==> src/rtl/rqt_pkg.sv <==
// Package: shared state encoding for the ring queue tracker.
// Assumes nothing beyond a two-state control loop.
package rqt_pkg;
    typedef enum logic [0:0] {
        FC_IDLE = 1'b0,
        FC_WAIT = 1'b1
    } fc_state_e;
endpackage

==> src/rtl/rqt_modadd.sv <==
// Module: modular adder for ring offsets.
// Computes (a + b) mod size by one compare and one subtract.
// Assumes a + b < 2 * size, which holds when both operands are below size,
// or when b is zero and a is below twice size.
module rqt_modadd #(
    parameter int W = 12
) (
    input  logic [W-1:0] a,
    input  logic [W-1:0] b,
    input  logic [W-1:0] size,
    output logic [W-1:0] y
);
    logic [W:0] sum;
    logic [W:0] diff;

    // Form the wide sum and its reduced form, then pick one.
    always_comb begin
        sum  = {1'b0, a} + {1'b0, b};
        diff = sum - {1'b0, size};
        y    = (sum >= {1'b0, size}) ? diff[W-1:0] : sum[W-1:0];
    end
endmodule

==> src/rtl/rqt_ptr_regs.sv <==
// Module: pointer and flag registers of one ring queue.
// Holds the read and write offsets, the running read count, the mapped flag
// and the save strobe. Update priority on the read side is:
// unmap (freeze) > map > explicit load > packet advance.
// Update priority on the write side is: unmap (freeze) > map > doorbell.
module rqt_ptr_regs #(
    parameter int OFF_W  = 12,
    parameter int GCNT_W = 40,
    parameter int LEN_W  = 8
) (
    input  logic              clk,
    input  logic              rst_n,
    input  logic              map_valid,
    input  logic [OFF_W-1:0]  map_rptr,
    input  logic [OFF_W-1:0]  map_wptr,
    input  logic              unmap,
    input  logic              rptr_load,
    input  logic [OFF_W-1:0]  rptr_load_val,
    input  logic              db_valid,
    input  logic [OFF_W-1:0]  db_wptr_red,
    input  logic              adv_en,
    input  logic [OFF_W-1:0]  adv_rptr,
    input  logic [LEN_W-1:0]  adv_len,
    output logic [OFF_W-1:0]  rptr,
    output logic [OFF_W-1:0]  wptr,
    output logic [GCNT_W-1:0] gcnt,
    output logic              valid,
    output logic              save_valid,
    output logic [OFF_W-1:0]  save_rptr,
    output logic [OFF_W-1:0]  save_wptr
);
    localparam int LEN_PAD = GCNT_W - LEN_W;
    localparam int OFF_PAD = GCNT_W - OFF_W;

    // Read offset and running count, with the read-side priority.
    always_ff @(posedge clk) begin
        if (!rst_n) begin
            rptr <= '0;
            gcnt <= '0;
        end else if (unmap) begin
            rptr <= rptr;
        end else if (map_valid) begin
            rptr <= map_rptr;
            gcnt <= {{OFF_PAD{1'b0}}, map_rptr};
        end else if (rptr_load) begin
            rptr <= rptr_load_val;
            gcnt <= {{OFF_PAD{1'b0}}, rptr_load_val};
        end else if (adv_en) begin
            rptr <= adv_rptr;
            gcnt <= gcnt + {{LEN_PAD{1'b0}}, adv_len};
        end
    end

    // Write offset, taken from a map or from a doorbell.
    always_ff @(posedge clk) begin
        if (!rst_n) begin
            wptr <= '0;
        end else if (!unmap) begin
            if (map_valid)     wptr <= map_wptr;
            else if (db_valid) wptr <= db_wptr_red;
        end
    end

    // Mapped flag: an unmap clears it, a map sets it.
    always_ff @(posedge clk) begin
        if (!rst_n)         valid <= 1'b0;
        else if (unmap)     valid <= 1'b0;
        else if (map_valid) valid <= 1'b1;
    end

    // Save strobe for one cycle, holding the offsets at the unmap.
    always_ff @(posedge clk) begin
        if (!rst_n) begin
            save_valid <= 1'b0;
            save_rptr  <= '0;
            save_wptr  <= '0;
        end else begin
            save_valid <= unmap;
            if (unmap) begin
                save_rptr <= rptr;
                save_wptr <= wptr;
            end
        end
    end
endmodule

==> src/rtl/rqt_fetch_ctl.sv <==
// Module: fetch control loop.
// Idle: a fetch request is raised when the queue is mapped and entries
// remain. Wait: the loop stays here until the consumer completes the packet.
// A completion returns the loop to idle, so the pointers are checked again.
// Assumes that map and unmap take priority over packet completion.
module rqt_fetch_ctl
    import rqt_pkg::*;
(
    input  logic clk,
    input  logic rst_n,
    input  logic valid,
    input  logic pending,
    input  logic pkt_done,
    input  logic unmap,
    input  logic map_valid,
    output logic fetch_req,
    output logic busy,
    output logic adv_en
);
    fc_state_e state;
    fc_state_e state_nx;

    // Decode the outputs and the next state from the current state.
    always_comb begin
        fetch_req = (state == FC_IDLE) && valid && pending && !unmap;
        adv_en    = (state == FC_WAIT) && pkt_done && !unmap && !map_valid;
        busy      = (state == FC_WAIT);
        state_nx  = state;
        if (unmap || map_valid)                  state_nx = FC_IDLE;
        else if (fetch_req)                      state_nx = FC_WAIT;
        else if (state == FC_WAIT && pkt_done)   state_nx = FC_IDLE;
    end

    // State register.
    always_ff @(posedge clk) begin
        if (!rst_n) state <= FC_IDLE;
        else        state <= state_nx;
    end
endmodule

==> src/rtl/ring_queue_tracker.sv <==
// Module: top of the ring queue pointer tracker.
// Connects the modular adders, the pointer registers and the fetch loop.
// Assumes that cfg_size is nonzero and stays stable while the queue is
// mapped, that pkt_len is below cfg_size, and that doorbell values are below
// twice cfg_size.
module ring_queue_tracker #(
    parameter int ADDR_W = 32,
    parameter int OFF_W  = 12,
    parameter int GCNT_W = 40,
    parameter int LEN_W  = 8
) (
    input  logic              clk,
    input  logic              rst_n,
    input  logic [ADDR_W-1:0] cfg_base,
    input  logic [OFF_W-1:0]  cfg_size,
    input  logic              map_valid,
    input  logic [OFF_W-1:0]  map_rptr,
    input  logic [OFF_W-1:0]  map_wptr,
    input  logic              unmap,
    input  logic              rptr_load,
    input  logic [OFF_W-1:0]  rptr_load_val,
    input  logic              doorbell_valid,
    input  logic [OFF_W-1:0]  doorbell_wptr,
    input  logic              pkt_done,
    input  logic [LEN_W-1:0]  pkt_len,
    output logic              fetch_req,
    output logic [ADDR_W-1:0] fetch_addr,
    output logic [ADDR_W-1:0] wptr_addr,
    output logic [OFF_W-1:0]  rptr_off,
    output logic [OFF_W-1:0]  wptr_off,
    output logic [GCNT_W-1:0] global_rptr,
    output logic              q_valid,
    output logic              q_busy,
    output logic              save_valid,
    output logic [OFF_W-1:0]  save_rptr,
    output logic [OFF_W-1:0]  save_wptr
);
    localparam int APAD = ADDR_W - OFF_W;
    localparam int LPAD = OFF_W - LEN_W;

    logic [OFF_W-1:0] db_red;
    logic [OFF_W-1:0] adv_rptr;
    logic [OFF_W-1:0] len_ext;
    logic             adv_en;
    logic             pending;

    // Widen the packet length to offset width.
    always_comb len_ext = {{LPAD{1'b0}}, pkt_len};

    rqt_modadd #(.W(OFF_W)) u_db_wrap (
        .a(doorbell_wptr), .b('0), .size(cfg_size), .y(db_red)
    );

    rqt_modadd #(.W(OFF_W)) u_rd_wrap (
        .a(rptr_off), .b(len_ext), .size(cfg_size), .y(adv_rptr)
    );

    rqt_ptr_regs #(.OFF_W(OFF_W), .GCNT_W(GCNT_W), .LEN_W(LEN_W)) u_regs (
        .clk(clk), .rst_n(rst_n),
        .map_valid(map_valid), .map_rptr(map_rptr), .map_wptr(map_wptr),
        .unmap(unmap), .rptr_load(rptr_load), .rptr_load_val(rptr_load_val),
        .db_valid(doorbell_valid), .db_wptr_red(db_red),
        .adv_en(adv_en), .adv_rptr(adv_rptr), .adv_len(pkt_len),
        .rptr(rptr_off), .wptr(wptr_off), .gcnt(global_rptr),
        .valid(q_valid), .save_valid(save_valid),
        .save_rptr(save_rptr), .save_wptr(save_wptr)
    );

    // Entries are waiting whenever the two offsets differ.
    always_comb pending = (rptr_off != wptr_off);

    rqt_fetch_ctl u_ctl (
        .clk(clk), .rst_n(rst_n), .valid(q_valid), .pending(pending),
        .pkt_done(pkt_done), .unmap(unmap), .map_valid(map_valid),
        .fetch_req(fetch_req), .busy(q_busy), .adv_en(adv_en)
    );

    // Addresses are formed from the base and the local offsets.
    always_comb begin
        fetch_addr = cfg_base + {{APAD{1'b0}}, rptr_off};
        wptr_addr  = cfg_base + {{APAD{1'b0}}, wptr_off};
    end
endmodule

==> config.mk <==
export PLATFORM = sky130hd
export DESIGN_NAME = ring_queue_tracker
export DESIGN_NICKNAME = d
export VERILOG_FILES = /design/src/rtl/rqt_pkg.sv /design/src/rtl/rqt_modadd.sv /design/src/rtl/rqt_ptr_regs.sv /design/src/rtl/rqt_fetch_ctl.sv /design/src/rtl/ring_queue_tracker.sv
export SDC_FILE = /design/constraint.sdc
export NUM_CORES = 1
export LEC_CHECK = 0
export BUFFER_PORTS_ARGS = -buffer_cell sky130_fd_sc_hd__clkbuf_2
export CAP_MARGIN = 0
export CORE_ASPECT_RATIO = 0.9
export CORE_UTILIZATION = 35
export DETAILED_ROUTE_END_ITERATION = 8
export GPL_TIMING_DRIVEN = 0
export SKIP_CTS_REPAIR_TIMING = 1
export SYNTH_ARGS = -nofsm -noshare
export SYNTH_HDL_FRONTEND = slang
export SYNTH_SLANG_ARGS = --single-unit
==> constraint.sdc <==
create_clock -name clk -period 5.9 [get_ports clk]
set_clock_uncertainty 0.05 [all_clocks]
set_input_delay 1.18 -clock clk [delete_from_list [all_inputs] [get_ports clk]]
set_output_delay 1.18 -clock clk [all_outputs]
set_load 0.005 [all_outputs]
### Word-level counts from Yosys, hierarchy flattened

Cells that the tools add are included.

| word-level totals | value |
|---|---|
| output and inout bits | 156 |
| flip-flop bits (word level) | 91 |
| word-level logic and storage cells | 48 |

| cells by class | value |
|---|---|
| multiplexer cells | 12 |
| add/subtract/negate cells | 6 |
| eq/ne operators | 1 |
| bitwise logic cells | 3 |
| $lt $le $gt $ge | 2 |
| reductions and logical operators | 16 |

Operator list:

| cell | count |
|---|---|
| $mux 40 | 3 |
| $mux 12 | 7 |
| $add 32x12->32 | 2 |
| $add 40x8->40 | 1 |
| $sub 12x12->12 | 2 |
| $add 12x8->13 | 1 |
| $ge 13x12->1 | 1 |
| $ge 12x12->1 | 1 |
| $ne 12x12->1 | 1 |
| $logic_and 1x1->1 | 6 |
| $reduce_and 2->1 | 2 |
| $reduce_bool 2->1 | 2 |
| $reduce_or 2->1 | 2 |
| $not 1->1 | 3 |
| $reduce_bool 3->1 | 1 |
| $logic_not 1->1 | 2 |
| $mux 1 | 2 |
| $logic_or 1x1->1 | 1 |

### Logic depth before layout (Yosys ltp)

| depth | value |
|---|---|
| depth after elaboration | 6 |
| mapped depth | 15 |
| depth with buffers taken out | 14 |

### Modules after synthesis

Synthesis repeated with hierarchy kept, for this count alone.

| second synthesis, totals | value |
|---|---|
| cell total of the unflattened synthesis | 1104 |
| area, all modules | 8914.8 um2 |

By module, submodules not included:

| module | area an instance (um2) | cells an instance | instances | seq. area each (um2) |
|---|---|---|---|---|
| rqt_ptr_regs | 4291.6 | 492 | 1 | 1801.7 |
| ring_queue_tracker | 2028.2 | 285 | 1 | 0.0 |
| rqt_modadd (u_db_wrap) | 1273.7 | 161 | 1 | 0.0 |
| rqt_modadd (u_rd_wrap) | 1262.5 | 160 | 1 | 0.0 |
| rqt_fetch_ctl | 58.8 | 6 | 1 | 20.0 |

### Least setup slack after synthesis

Ideal clock, no wire load.

| timing | value |
|---|---|
| path kind | input -> register |
| start | input port pkt_len[0] |
| end | register u_regs.rptr[6] |
| stages | 14 |
| library setup time | 0.091 ns |
| data arrival time | 4.368 ns |
| path buffers | 2 |
| path slack | 1.391 ns |
| path through | ha_1 > fa_1 > a211oi_1 > o21bai_1 > a21o_1 > a32o_1 > ha_1 > buf_2 > nand3_1 > o41ai_1 > a31o_2 > buf_2 > nor4_1 > a311oi_1 |

| on the way | value |
|---|---|
| longest elaborated chain between the ends | 6 |

Ends and longest elaborated chain:

| element | line | text |
|---|---|---|
| start: declaration | ring_queue_tracker.sv:25 | `input logic [LEN_W-1:0] pkt_len,` |
| $add 12x8->13 * | rqt_modadd.sv:18 | `sum = {1'b0, a} + {1'b0, b};` |
| $sub 12x12->12 / $ge 13x12->1 (equally long branches) | rqt_modadd.sv:19, rqt_modadd.sv:20 |  |
| $mux 12 * | rqt_modadd.sv:20 | `y = (sum >= {1'b0, size}) ? diff[W-1:0] : sum[W-1:0];` |
| $mux 12 * | rqt_ptr_regs.sv:48 | `end else if (adv_en) begin` |
| $mux 12 * | rqt_ptr_regs.sv:45 | `end else if (rptr_load) begin` |
| $mux 12 * | rqt_ptr_regs.sv:42 | `end else if (map_valid) begin` |
| end signal: assignment | rqt_ptr_regs.sv:43 | `rptr <= map_rptr;` |
| end signal: assignment | rqt_ptr_regs.sv:46 | `rptr <= rptr_load_val;` |
| end signal: assignment | rqt_ptr_regs.sv:49 | `rptr <= adv_rptr;` |
| end: declaration | rqt_ptr_regs.sv:24 | `output logic [OFF_W-1:0] rptr,` |

Mark *: on every way between the ends. The rest lies on a longest branch, timed or not. The select of a mux whose other input is x is not followed.
A chain may end at the register's enable or synchronous reset.

### Worst setup path after layout

Same ends and word-level chain as after synthesis.

==> flow_metrics.py <==
metrics = {
    "outcome": {
        "outcome": "finished, final reports clean",
    },
    "clock_tree": {
        "clock-sinks": 91,
        "cts_root_buffer": "sky130_fd_sc_hd__clkbuf_16",
        "numCtsBuffers": 9,
        "clk_path_buf_depth": 2,
        "cts-htree-levels": 3,
        "worstSkewPairLatency_ps": 350,
        "tritoncts": "done",
        "clk_transition_reported_paths_ps": 70,
    },
    "setup_path": {
        "required_ps": 6100,
        "critical_path_peak_fanout": 10,
        "crit_path_cell_trace": "clkbuf_2, ha_1, fa_1, a211oi_1, o21bai_1, a21o_1, a32o_1, ha_1, buf_2, nand3_1, o41ai_1, a31o_2, buf_2, nor4_1, a311oi_1",
        "critical_path_class": "in2reg",
        "slowest_stage": "sky130_fd_sc_hd__o41ai_1",
        "critPathCaptureType": "register",
        "worstSetupStartpointType": "input pin",
        "regToRegSetupSlack_ps": 1150,
        "critical-path-top-delay-family": "compound AO/OA/AOI/OAI gates",
        "worst_ep_arrival_time_ps": 5390,
        "critical_path.n_buffers_inverters": 3,
        "crit_path_max_incr_delay_ps": 920,
    },
    "yosys": {
        "synth.yosys.seq_area_share": 0.224,
        "yosys_warnings": 0,
        "synth-seq-cells": 91,
        "number_of_standard_cells_after_synthesis": 1025,
        "syn-cell-area_um2": 8150,
        "syn-num-nets": 1202,
        "synth_enable_flop_cells": 0,
        "synthesis.area_per_instance_um2": 7.95,
        "synth-async-reset-ratio": 0,
        "netlist-cell-type-count": 82,
        "dominantRegCellSynth": "sky130_fd_sc_hd__dfxtp_1",
    },
    "layout": {
        "fraction_of_layout_cells_with_a_size_suffix_above_1": 0.242,
        "flow.area_growth_from_synthesis_pct": 24.1,
        "postLayoutCellArea_um2": 10100,
        "most_common_library_cell_in_the_layout_ignoring_fill_and_taps": "sky130_fd_sc_hd__clkbuf_2",
        "layout.nets": 1472,
        "final_cells": 1597,
        "layout.cells.most_common_list": "sky130_fd_sc_hd__clkbuf_2 (259), sky130_fd_sc_hd__nor2_1 (100), sky130_fd_sc_hd__dfxtp_1 (91)",
        "antenna-diode-count": 0,
    },
    "timing": {
        "max_slew.worst_pin.slew_ps": 1040,
        "grt_setup_unrepaired": "false",
        "report.final.hold_viol_count": 0,
        "slew_headroom": 0.303,
        "achievable-frequency_mhz": 193,
        "min_period_ps": 5180,
        "timing.final.max_slew_violations": 0,
        "hold_ws_ps": 451,
        "setup-tns-final_ps": 0,
        "min_period_over_period": 0.878,
        "report.final.setup_viol": 0,
    },
    "die": {
        "initial_core_util": 0.360,
        "boundaryPins": 263,
        "die_h_um": 147,
        "chipWidth_um": 163,
        "core_um2": 22600,
        "floorplan.die_area_um2": 23900,
        "row_cnt": 52,
    },
    "routing": {
        "antenna_left": 0,
        "vias_per_cell": 5.55,
        "wl_per_cell_um": 18.8,
        "initialDrtViolationCount": 727,
        "drt_wl_total_um": 30000,
        "drc": 0,
        "detailroute.via_count": 8864,
        "firstDrtPassIters": 5,
    },
    "global_routing": {
        "grt_util_all_layers": 0.245,
        "globalRouteMet1Util": 0.333,
        "grt_start_max_net_pins": 19,
        "global_route.usage.met3": 0.0375,
        "grt_pass1_vias": 7988,
        "grt_pass1_wl_um": 45500,
        "grt_antenna_before_repair": 0,
        "grt_use_met2": 0.405,
        "grt_busiest_layer": "met2",
        "grt_overflow": 0,
    },
    "placed_design": {
        "dpl.hpwl_um": 24300,
        "detailed_place.area_um2": 9820,
        "dp_cells": 1581,
        "io_buffers": 259,
        "weighted_congestion_reported_at_the_end_of_routability_driven_placement": 0.958,
    },
    "flow_run": {
        "maxCapViolCount": 0,
    },
    "power_and_ir_drop": {
        "ir_drop_mv": 0.142,
        "pwr_density_cell_nw_per_um2": 223,
        "leakagePower_nw": 4.43,
    },
    "worst_hold_path": {
        "min-delay-path-class": "reg2reg",
    },
}
synthesized netlist by cell type (9+ instances only):
cell type / count / area, um2
sky130_fd_sc_hd__a211oi_1: 11 / 82.6
sky130_fd_sc_hd__a21o_1: 13 / 97.6
sky130_fd_sc_hd__a21oi_1: 65 / 325
sky130_fd_sc_hd__a22oi_1: 11 / 82.6
sky130_fd_sc_hd__and4_1: 9 / 78.8
sky130_fd_sc_hd__clkbuf_1: 27 / 101
sky130_fd_sc_hd__dfxtp_1: 91 / 1820
sky130_fd_sc_hd__ha_1: 64 / 801
sky130_fd_sc_hd__inv_1: 59 / 221
sky130_fd_sc_hd__mux2i_1: 30 / 300
sky130_fd_sc_hd__nand2_1: 47 / 176
sky130_fd_sc_hd__nand3_1: 36 / 180
sky130_fd_sc_hd__nand4_1: 17 / 106
sky130_fd_sc_hd__nor2_1: 100 / 375
sky130_fd_sc_hd__nor2b_1: 13 / 81.3
sky130_fd_sc_hd__nor3_1: 30 / 150
sky130_fd_sc_hd__o2111ai_1: 11 / 96.3
sky130_fd_sc_hd__o211ai_1: 11 / 82.6
sky130_fd_sc_hd__o21a_1: 12 / 90.1
sky130_fd_sc_hd__o21ai_0: 72 / 360
sky130_fd_sc_hd__o21bai_1: 11 / 82.6
sky130_fd_sc_hd__o31ai_1: 12 / 90.1
sky130_fd_sc_hd__xnor2_1: 82 / 718
sky130_fd_sc_hd__xor2_1: 29 / 254
flip-flops by register name, summed over array words and instances (netlist names):
register           flops
u_ctl.busy             1
u_regs.gcnt           40
u_regs.rptr           12
u_regs.save_rptr      12
u_regs.save_valid      1
u_regs.save_wptr      12
u_regs.valid           1
u_regs.wptr           12
worst reg2reg max path, delay by kind of cell, from the launching register on:
family	cells	cell delay, ps
adders and majority gates	3	990
and+or+nand+nor	2	220
buffers and inverters	2	420
AOI/OAI and AO/OA	7	2530
DFF	1	440
path summary, 6_finish.rpt:
check / from / end / depth (start not counted)
worst max-delay path: pkt_len[0] / u_regs.rptr[6] / 15
worst min-delay path: u_regs.save_rptr[11] / u_regs.save_rptr[11] / 2
worst max register to register: u_regs.rptr[0] / u_regs.rptr[6] / 14
worst min register to register: u_regs.save_rptr[11] / u_regs.save_rptr[11] / 2
per-stage QoR:
step,util,power (W),setup WS [ps]
floorplan,-,0.00132,1390
global placement,0.434,0.00166,554
detailed placement,0.434,0.00166,599
CTS,0.447,0.00225,801
global route,0.447,0.00239,511
finish,0.447,0.00226,718
per-layer routing:
metal | vias to the layer above | wire length (um)
met5 | - | 0
met2 | 362 | 13800
met4 | 0 | 489
met1 | 4136 | 13700
li1 | 4335 | -
met3 | 31 | 1960
cells by family (layout without fill, tap and decap cells):
kind of cell | Yosys count | in the layout | synth area share
AOI/OAI and AO/OA | 310 | 310 | 0.261
and+or+nand+nor | 313 | 313 | 0.196
buffers and inverters | 97 | 372 | 0.0459
xor gates and xnor gates | 111 | 111 | 0.119
DFF | 91 | 91 | 0.224
adders and majority gates | 70 | 70 | 0.113
muxes | 33 | 33 | 0.0410
area by class of cell:
| type | instances | area [um2] |
|---|---|---|
| repair buffers | 259 | 1300 |
| flip-flops and latches | 91 | 1820 |
| fillers | 2326 | 12500 |
| well taps | 297 | 372 |
| plain buffers | 38 | 153 |
| clock buffers | 9 | 225 |
| inverters | 59 | 221 |
| clock inverters | 7 | 70.1 |
| multi-input cells | 837 | 5950 |
where the power goes:
part	switching (W)	total, W	internal, W
sequential	0.0000641	0.000711	0.000647
combinational	0.000563	0.000956	0.000392
clock	0.000292	0.000589	0.000297
total	0.000919	0.00226	0.00134
Note: power is estimated with default switching activity, not from simulation.
